<file path="src/rtl/mbox_pkg.sv">
package mbox_pkg;
  localparam int MSG_W = 32;

  typedef enum logic [2:0] {
    REG_OBX  = 3'd0,
    REG_OBI  = 3'd1,
    REG_IBX  = 3'd2,
    REG_STAT = 3'd3,
    REG_IACK = 3'd4
  } mbox_reg_e;
endpackage

</file>
<file path="src/rtl/mbox_fifo.sv">
module mbox_fifo #(
  parameter int DW        = 32,
  parameter int DEPTH     = 4,
  parameter bit OVERWRITE = 1'b0,
  localparam int AW = (DEPTH > 1) ? $clog2(DEPTH) : 1,
  localparam int CW = $clog2(DEPTH + 1)
) (
  input  logic          clk,
  input  logic          rst_n,
  input  logic          push,
  input  logic [DW-1:0] push_data,
  input  logic          pop,
  output logic [DW-1:0] head,
  output logic [DW-1:0] last,
  output logic [CW-1:0] count,
  output logic          full,
  output logic          empty
);
  logic [DW-1:0] mem [2**AW];
  logic [AW-1:0] wr_ptr_q, wr_ptr_d, rd_ptr_q, rd_ptr_d, newest;
  logic [CW-1:0] cnt_q, cnt_d;
  logic [DW-1:0] last_q, last_d;
  logic          do_push, do_pop, do_ovw;

  assign full  = (cnt_q == CW'(DEPTH));
  assign empty = (cnt_q == '0);
  assign head  = mem[rd_ptr_q];
  assign last  = last_q;
  assign count = cnt_q;

  assign do_pop  = pop && !empty;
  assign do_push = push && (!full || pop);
  assign newest  = (wr_ptr_q == '0) ? AW'(DEPTH - 1) : wr_ptr_q - 1'b1;

  generate
    if (OVERWRITE) begin : g_ovw
      assign do_ovw = push && full && !pop;
    end else begin : g_stall
      assign do_ovw = 1'b0;
    end
  endgenerate

  always_comb begin
    wr_ptr_d = wr_ptr_q;
    rd_ptr_d = rd_ptr_q;
    last_d   = last_q;
    if (do_push) wr_ptr_d = (wr_ptr_q == AW'(DEPTH - 1)) ? '0 : wr_ptr_q + 1'b1;
    if (do_pop) begin
      rd_ptr_d = (rd_ptr_q == AW'(DEPTH - 1)) ? '0 : rd_ptr_q + 1'b1;
      last_d   = head;
    end
    cnt_d = cnt_q + CW'(do_push) - CW'(do_pop);
  end

  always_ff @(posedge clk or negedge rst_n) begin
    if (!rst_n) begin
      wr_ptr_q <= '0;
      rd_ptr_q <= '0;
      cnt_q    <= '0;
      last_q   <= '0;
    end else begin
      wr_ptr_q <= wr_ptr_d;
      rd_ptr_q <= rd_ptr_d;
      cnt_q    <= cnt_d;
      last_q   <= last_d;
    end
  end

  always_ff @(posedge clk) begin
    if (do_push)      mem[wr_ptr_q] <= push_data;
    else if (do_ovw)  mem[newest]   <= push_data;
  end
endmodule

</file>
<file path="src/rtl/mbox_irq.sv">
module mbox_irq (
  input  logic clk,
  input  logic rst_n,
  input  logic set,
  input  logic clr,
  output logic irq
);
  logic irq_q, irq_d;

  always_comb irq_d = set || (irq_q && !clr);

  always_ff @(posedge clk or negedge rst_n) begin
    if (!rst_n) irq_q <= 1'b0;
    else        irq_q <= irq_d;
  end

  assign irq = irq_q;
endmodule

</file>
<file path="src/rtl/mbox_hub.sv">
module mbox_hub
  import mbox_pkg::*;
#(
  parameter int OB_DEPTH = 1,
  parameter int IB_DEPTH = 4,
  localparam int OB_CW = $clog2(OB_DEPTH + 1),
  localparam int IB_CW = $clog2(IB_DEPTH + 1)
) (
  input  logic             clk,
  input  logic             rst_n,
  input  logic             core_obx_req,
  input  logic [MSG_W-1:0] core_obx_data,
  output logic             core_obx_ack,
  output logic [OB_CW-1:0] core_obx_free,
  input  logic             core_obi_req,
  input  logic [MSG_W-1:0] core_obi_data,
  output logic             core_obi_ack,
  output logic [OB_CW-1:0] core_obi_free,
  input  logic             core_ibx_req,
  output logic             core_ibx_ack,
  output logic [MSG_W-1:0] core_ibx_data,
  output logic [IB_CW-1:0] core_ibx_avail,
  input  logic             ctl_wr,
  input  logic             ctl_rd,
  input  logic [2:0]       ctl_addr,
  input  logic [MSG_W-1:0] ctl_wdata,
  output logic [MSG_W-1:0] ctl_rdata,
  output logic             irq
);
  logic [1:0] rst_sync_q;
  logic       srst_n;

  always_ff @(posedge clk or negedge rst_n) begin
    if (!rst_n) rst_sync_q <= 2'b00;
    else        rst_sync_q <= {rst_sync_q[0], 1'b1};
  end
  assign srst_n = rst_sync_q[1];

  logic [MSG_W-1:0] obx_head, obx_last, obi_head, obi_last, ibx_head, ibx_last;
  logic [OB_CW-1:0] obx_cnt, obi_cnt;
  logic [IB_CW-1:0] ibx_cnt;
  logic obx_full, obx_empty, obi_full, obi_empty, ibx_full, ibx_empty;
  logic obx_pop, obi_pop, ibx_push, iack_wr;

  assign core_obx_ack = core_obx_req && !obx_full;
  assign core_obi_ack = core_obi_req && !obi_full;
  assign core_ibx_ack = core_ibx_req && !ibx_empty;

  assign obx_pop  = ctl_rd && (ctl_addr == REG_OBX);
  assign obi_pop  = ctl_rd && (ctl_addr == REG_OBI);
  assign ibx_push = ctl_wr && (ctl_addr == REG_IBX);
  assign iack_wr  = ctl_wr && (ctl_addr == REG_IACK);

  mbox_fifo #(.DW(MSG_W), .DEPTH(OB_DEPTH), .OVERWRITE(1'b0)) u_obx (
    .clk(clk), .rst_n(srst_n), .push(core_obx_ack), .push_data(core_obx_data),
    .pop(obx_pop), .head(obx_head), .last(obx_last), .count(obx_cnt),
    .full(obx_full), .empty(obx_empty));

  mbox_fifo #(.DW(MSG_W), .DEPTH(OB_DEPTH), .OVERWRITE(1'b0)) u_obi (
    .clk(clk), .rst_n(srst_n), .push(core_obi_ack), .push_data(core_obi_data),
    .pop(obi_pop), .head(obi_head), .last(obi_last), .count(obi_cnt),
    .full(obi_full), .empty(obi_empty));

  mbox_fifo #(.DW(MSG_W), .DEPTH(IB_DEPTH), .OVERWRITE(1'b1)) u_ibx (
    .clk(clk), .rst_n(srst_n), .push(ibx_push), .push_data(ctl_wdata),
    .pop(core_ibx_ack), .head(ibx_head), .last(ibx_last), .count(ibx_cnt),
    .full(ibx_full), .empty(ibx_empty));

  mbox_irq u_irq (
    .clk(clk), .rst_n(srst_n), .set(core_obi_ack),
    .clr(obi_pop || iack_wr), .irq(irq));

  assign core_obx_free  = OB_CW'(OB_DEPTH) - obx_cnt;
  assign core_obi_free  = OB_CW'(OB_DEPTH) - obi_cnt;
  assign core_ibx_avail = ibx_cnt;
  assign core_ibx_data  = ibx_head;

  always_comb begin
    ctl_rdata = '0;
    case (ctl_addr)
      REG_OBX:  ctl_rdata = obx_empty ? obx_last : obx_head;
      REG_OBI:  ctl_rdata = obi_empty ? obi_last : obi_head;
      REG_STAT: ctl_rdata = {8'h00, 8'(ibx_cnt), 8'(obi_cnt), 8'(obx_cnt)};
      default:  ctl_rdata = '0;
    endcase
  end

  logic unused_ok;
  assign unused_ok = ^{ibx_last, ibx_full};
endmodule

</file>
<file path="config.mk">
export PLATFORM = sky130hd
export DESIGN_NAME = mbox_hub
export DESIGN_NICKNAME = d
export VERILOG_FILES = /design/src/rtl/mbox_pkg.sv /design/src/rtl/mbox_fifo.sv /design/src/rtl/mbox_irq.sv /design/src/rtl/mbox_hub.sv
export SDC_FILE = /design/constraint.sdc
export NUM_CORES = 1
export LEC_CHECK = 0
export ABC_AREA = 1
export BUFFER_PORTS_ARGS = -buffer_cell sky130_fd_sc_hd__buf_2
export CAP_MARGIN = 20
export CORE_UTILIZATION = 44
export CTS_CLUSTER_SIZE = 40
export DETAILED_ROUTE_END_ITERATION = 8
export GPL_TIMING_DRIVEN = 0
export SYNTH_ARGS = -nofsm -noshare
export SYNTH_HDL_FRONTEND = slang
export SYNTH_SLANG_ARGS = --single-unit
export TNS_END_PERCENT = 20
</file>
<file path="constraint.sdc">
create_clock -name clk -period 4.5 [get_ports clk]
set_clock_uncertainty 0.1 [all_clocks]
set_input_delay 0.9 -clock clk [delete_from_list [all_inputs] [get_ports clk]]
set_output_delay 0.9 -clock clk [all_outputs]
set_load 0.005 [all_outputs]
</file>
==> results of run 1 <==
-- metrics by stage --
step                      hold WS [ps]  setup WS (ps)  util (%)  instances
after global placement           232.7         -152.4     50.25       1458
after detailed placement         166.1           1319     50.90       1463
after floorplan                  231.2           1138         -        956
after CTS                        22.87           1059     55.17       1515
after global routing             23.32          951.3     55.20       1518
final                            42.91           1105     55.20       1518
-- layer usage --
metal	up-vias	share of wire, %	GRT usage [%]
met5	-	0.046	0
met4	2	1.9	6.075
met3	37	5.1	3.100
met2	206	48	32.81
met1	3631	45	28.31
li1	3718	-	-
-- power by group --
part | internal [W] | total [W] | switching (W)
sequential | 0.00286 | 0.00299 | 0.000129
clock | 0.00159 | 0.00255 | 0.000961
combinational | 0.000546 | 0.00143 | 0.000885
-- critical path, delay by kind of cell (launching register included) --
family                 cells  cell delay, ps
and+or+nand+nor            1             760
buffers and inverters      3             690
DFF                        1             380
-- placed cells by master (no fill, tap or decap), types with 7 or more instances in the layout --
master       n
edfxtp_1   192
buf_6        7
dfrtp_1     75
a22o_1      27
o21ai_0    111
o22ai_1     32
nor2_1      73
buf_2      188
clkinv_2     9
nand2_1    208
nand3_1     13
o21ai_1     47
clkbuf_1    29
clkbuf_16   31
inv_1       87
o21ai_2      7
-- how the worst max path moves through the flow --
stage                 startpoint          endpoint  slack (ps)  depth (start not counted)
finish               u_obi.count      core_obi_ack        1110                          4
global route         u_obi.count      core_obi_ack         950                          4
CTS                  u_obi.count      core_obi_ack        1060                          4
detailed placement   ctl_addr[1]     ctl_rdata[21]        1320                          5
global placement     ctl_addr[1]  u_ibx.mem[0][20]        -150                          7
floorplan           core_obi_req      core_obi_ack        1140                          2
-- state kept, by name, indices dropped and copies added (netlist names) --
name,flops
u_ibx.rd_ptr_q,2
u_obi.mem,32
u_obi.last,32
rst_sync_q,2
u_obx.mem,32
u_obx.last,32
u_obi.count,1
u_ibx.mem,128
u_ibx.wr_ptr_q,2
u_ibx.count,3
u_obx.count,1
u_irq.irq,1
-- layout make-up --
cell class | instances | area, um2 | area share [%]
Sequential cell | 268 | 7671 | 57.14
Multi-Input combinational cell | 546 | 2671 | 19.90
Timing Repair Buffer | 183 | 1013 | 7.550
Clock buffer | 32 | 779.5 | 5.807
Tap cell | 324 | 405.4 | 3.020
Inverter | 88 | 330.3 | 2.461
Buffer | 54 | 286.5 | 2.134
Clock inverter | 20 | 259.0 | 1.929
Antenna cell | 3 | 7.507 | 0.05592
-- cells by family after synthesis --
logic type | share of synthesized area (%)
flip-flops | 70.18
AND/OR/NAND/NOR | 10.81
other | 0.03432
XOR/XNOR | 0.1604
adder cells (fa/ha/maj) | 0.7558
buffers and inverters | 5.646
AO/OA/AOI/OAI | 12.41
==> flow_summary.json, run 1 <==
{
  "post-synth-top-count-cell": "nand2_1",
  "status": "completed",
  "nNetsFinal": 1281,
  "cts_hold_buf": 0,
  "crit_path_frequent_cell": "buf_2",
  "syn_nets": 1068,
  "crit_type": "reg -> out",
  "htreeDepth": 1,
  "fin_crit_sh_pct": 75.44,
  "synth_warnings": 0,
  "netlist_area_um2": 10930,
  "hp-class": "in -> async",
  "p_per_area_nw_per_um2": 518.9,
  "drt-initial-drc-count": 540,
  "grt_overflow": 0,
  "grt_max_degree": 52,
  "worstPathArrival_ps": 2390,
  "slowest_delay_ps": 760,
  "drcViolationCount": 0,
  "clock_path_buffers": 3,
  "seq_area_frac_synth_pct": 70.18,
  "viasPerCell": 5.003,
  "worst-path-max-fanout": 33,
  "dieArea_um2": 25460,
  "grt_pass1_wl_um": 39730,
  "synthArstFlopShare_pct": 28.36,
  "required_ps": 3500,
  "syn_avg_cell_area_um2": 11.43,
  "ant_nets": 0,
  "nFillCells": 2089,
  "post_cts_buffers": 0,
  "r2r-start": "u_ibx.wr_ptr_q[0]",
  "die_w_um": 159.6,
  "wl_per_cell_um": 17.18,
  "ys.flop_type": "edfxtp_1",
  "hpwlAfterDp_um": 17970,
  "first_global_vias": 7312,
  "clkSinkCount": 268,
  "clk_latency_ps": 540,
  "vias": 7594,
  "max_freq_mhz": 294.6,
  "die_h_um": 159.6,
  "reg2regPathDepth": 7,
  "finalSetupTns_ps": 0,
  "cts_buffers": 28,
  "tightest_slew_ps": 890.8,
  "cp_slowest_cell": "nor2_4",
  "port_buffers": 178,
  "vdd_drop_max_v": 0.0003140,
  "placed_area_um2": 12380,
  "yosys.area.top_type": "edfxtp_1",
  "start_util_pct": 44.92,
  "antenna_found_initial": 4,
  "ios": 179,
  "setup_viol": 0,
  "drtPass1Iterations": 4,
  "track_usage_pct": 20.27,
  "syn_inst": 956,
  "reg2reg_slack_ps": 2190,
  "slew_viol_final": 0,
  "timing.rr.end": "u_ibx.mem[3][17]",
  "relSlewSlack_pct": 40.48,
  "clkSlewWorstSetupHoldPaths_ps": 60,
  "rows": 57,
  "start_kind": "flip-flop",
  "synth_area_leaders": "edfxtp_1 53%, dfrtp_1 17%, nand2_1 7.1%",
  "finalWirelength_um": 26080,
  "ctsRootBufferMaster": "clkbuf_16",
  "critPathCaptureType": "primary output",
  "core_area_um2": 24320,
  "postCtsResizedCells": 0,
  "cts_tree": "done",
  "area_growth_pct": 22.87,
  "place_congestion": 0.8163,
  "synth_cell_types": 28,
  "crit_path_cell_trace": "buf_2 -> buf_1 -> nor2_4 -> buf_2",
  "hold_viol": 0,
  "ys_top_cells_by_count": "208 x nand2_1, 192 x edfxtp_1, 111 x o21ai_0",
  "grt_setup_unrepaired": "no",
  "synth_edf_count": 192,
  "drive_gt1_share_pct": 22.75,
  "drv_cap": 0,
  "finalPower_w": 0.006966,
  "stdcell_area_um2": 13420,
  "min_period_ps": 3395,
  "synth-seq-cells": 268,
  "yosysTopAreaCellShare_pct": 52.77,
  "power.leakage_nw": 5.711
}
Power figures use the tool's default switching activity.
==> run 2, diff against run 1 <==
--- a/config.mk
+++ b/config.mk
@@ -12,6 +12,7 @@
 export CTS_CLUSTER_SIZE = 40
 export DETAILED_ROUTE_END_ITERATION = 8
 export GPL_TIMING_DRIVEN = 0
+export PLACE_DENSITY = 0.67
 export SYNTH_ARGS = -nofsm -noshare
 export SYNTH_HDL_FRONTEND = slang
 export SYNTH_SLANG_ARGS = --single-unit
==> constraint.sdc (replaced) <==
create_clock -name clk -period 3.1 [get_ports clk]
set_clock_uncertainty 0.1 [all_clocks]
set_input_delay 0.62 -clock clk [delete_from_list [all_inputs] [get_ports clk]]
set_output_delay 0.62 -clock clk [all_outputs]
set_load 0.005 [all_outputs]
==> flow_summary.json, run 2 (synthesized netlist as in run 1, its figures left out) <==
{
  "p_clk_share_pct": 32.7,
  "pwr-share-comb_pct": 21.8,
  "final_cell_mix": "208 x nand2_1, 192 x edfxtp_1, 188 x buf_2",
  "slowest_delay_ps": 510,
  "tightest_slew_ps": 1020,
  "crit_path_frequent_cell": "buf_2",
  "status": "completed",
  "p_per_area_nw_per_um2": 719.3,
  "wl_per_cell_um": 16.74,
  "max_freq_mhz": 342.5,
  "grt_pass1_wl_um": 39560,
  "drive_gt1_share_pct": 22.06,
  "clk_latency_ps": 540,
  "crit_path_cell_trace": "buf_2 -> buf_1 -> nand2_1 -> o211ai_1 -> nand3_1 -> buf_2",
  "drcViolationCount": 0,
  "clkSlewWorstSetupHoldPaths_ps": 60,
  "die_w_um": 159.6,
  "ctsRootBufferMaster": "clkbuf_16",
  "p_switching_w": 0.002765,
  "min_period_ps": 2920,
  "grt_overflow": 0,
  "path_delay_family": "buffers and inverters",
  "critPathCaptureType": "primary output",
  "worstPathArrival_ps": 2200,
  "track_usage_pct": 19.98,
  "worst-path-max-fanout": 11,
  "setup_viol": 0,
  "cp_slowest_cell": "buf_1",
  "rows": 57,
  "antenna_found_initial": 1,
  "reg2reg_slack_ps": 710,
  "fin_ws_ps": 180.4,
  "clock_path_buffers": 3,
  "vdd_drop_max_v": 0.0004830,
  "cts_tree": "done",
  "power.leakage_nw": 5.630,
  "nNetsFinal": 1283,
  "place_congestion": 0.8394,
  "timing.rr.end": "u_ibx.mem[0][19]",
  "start_util_pct": 44.92,
  "slew_viol_final": 0,
  "ant_nets": 0,
  "vias": 7710,
  "worstPathBufferInverterCount": 3,
  "finalWirelength_um": 25410,
  "nFillCells": 2133,
  "pre_cts_slack_ps": 395.4,
  "clkSinkCount": 268,
  "hp-class": "reg -> async",
  "drtPass1Iterations": 5,
  "viasPerCell": 5.079,
  "required_ps": 2380,
  "drv_cap": 0,
  "ios": 179,
  "reg2regPathDepth": 7,
  "pwr-share-seq_pct": 45.4,
  "hold_viol": 0,
  "r2r-start": "u_ibx.wr_ptr_q[0]",
  "start_kind": "flip-flop",
  "relSlewSlack_pct": 31.95,
  "htreeDepth": 1,
  "area_growth_pct": 21.35,
  "power.internal_w": 0.006771,
  "fin_crit_sh_pct": 94.18,
  "largest_register_ffs": 128,
  "dieArea_um2": 25460,
  "crit_type": "reg -> out",
  "final_common_cell": "nand2_1",
  "cts_buffers": 28,
  "regMostFlops": "u_ibx.mem",
  "die_h_um": 159.6,
  "swShare_pct": 29.00,
  "hpwlAfterDp_um": 17610,
  "core_area_um2": 24320,
  "post-route-util_pct": 54.51,
  "port_buffers": 178,
  "first_global_vias": 7562,
  "grt_setup_unrepaired": "no",
  "drt-initial-drc-count": 592,
  "grt_max_degree": 53
}
run 2: final cells by class:
cell class,instances,area (um2),share of cell area [%]
buffer,54,290.3,2.190
multi-input combinational,548,2684,20.24
inverter,88,330.3,2.492
tap,324,405.4,3.058
antenna,2,5.005,0.03775
clock inverter,14,85.08,0.6418
clock buffer,37,775.7,5.851
timing repair buffer,183,1011,7.626
sequential,268,7671,57.86
run 2: routing by layer:
| metal | wire (um) | global-route usage [%] |
|---|---|---|
| met1 | 10980 | 27.02 |
| met2 | 12020 | 32.47 |
| met3 | 1656 | 3.360 |
| met4 | 760 | 7.517 |
| met5 | 0 | 0 |
run 2: power groups by stage:
stage                     sequential (W)  combinational (W)  clock [W]
after detailed placement         0.00440            0.00208          0
after global placement           0.00441            0.00200          0
after floorplan                  0.00436            0.00120          0
after CTS                        0.00433            0.00209    0.00318
after global routing             0.00437            0.00234    0.00333
final                            0.00433            0.00208    0.00312
run 2: worst max path at each step:
stage	from	end	slack, ps	depth (start not counted)
global placement	ctl_addr[1]	u_ibx.mem[0][14]	-1340	7
detailed placement	ctl_addr[1]	u_ibx.mem[3][14]	400	7
finish	u_obi.count	ctl_rdata[16]	180	6
global route	u_obi.count	ctl_rdata[16]	60	6
floorplan	ctl_addr[2]	u_ibx.mem[0][0]	50	7
CTS	u_obx.count	core_obx_ack	40	3
run 2: repair_timing:
action,CTS,global route
pin swaps,1,1
endpoints found under the setup margin,1,7
hold buffers,1,0
gates resized for setup,0,6
gates cloned,1,1
setup buffers,0,0
hold endpoints to repair,2,0
run 2: metrics by stage:
step / area (um2) / std cells / power [W] / TNS (ps) / hold WS (ps)
detailed placement: 12370 / 1462 / 0.006481 / 0 / 152.0
CTS: 13240 / 1515 / 0.009606 / 0 / 137.0
floorplan: 10930 / 956 / 0.005567 / 0 / 224.4
finish: 13260 / 1518 / 0.009536 / 0 / 118.0
global placement: 12220 / 1458 / 0.006403 / -125300 / 233.0
global route: 13260 / 1517 / 0.01003 / 0 / 133.5
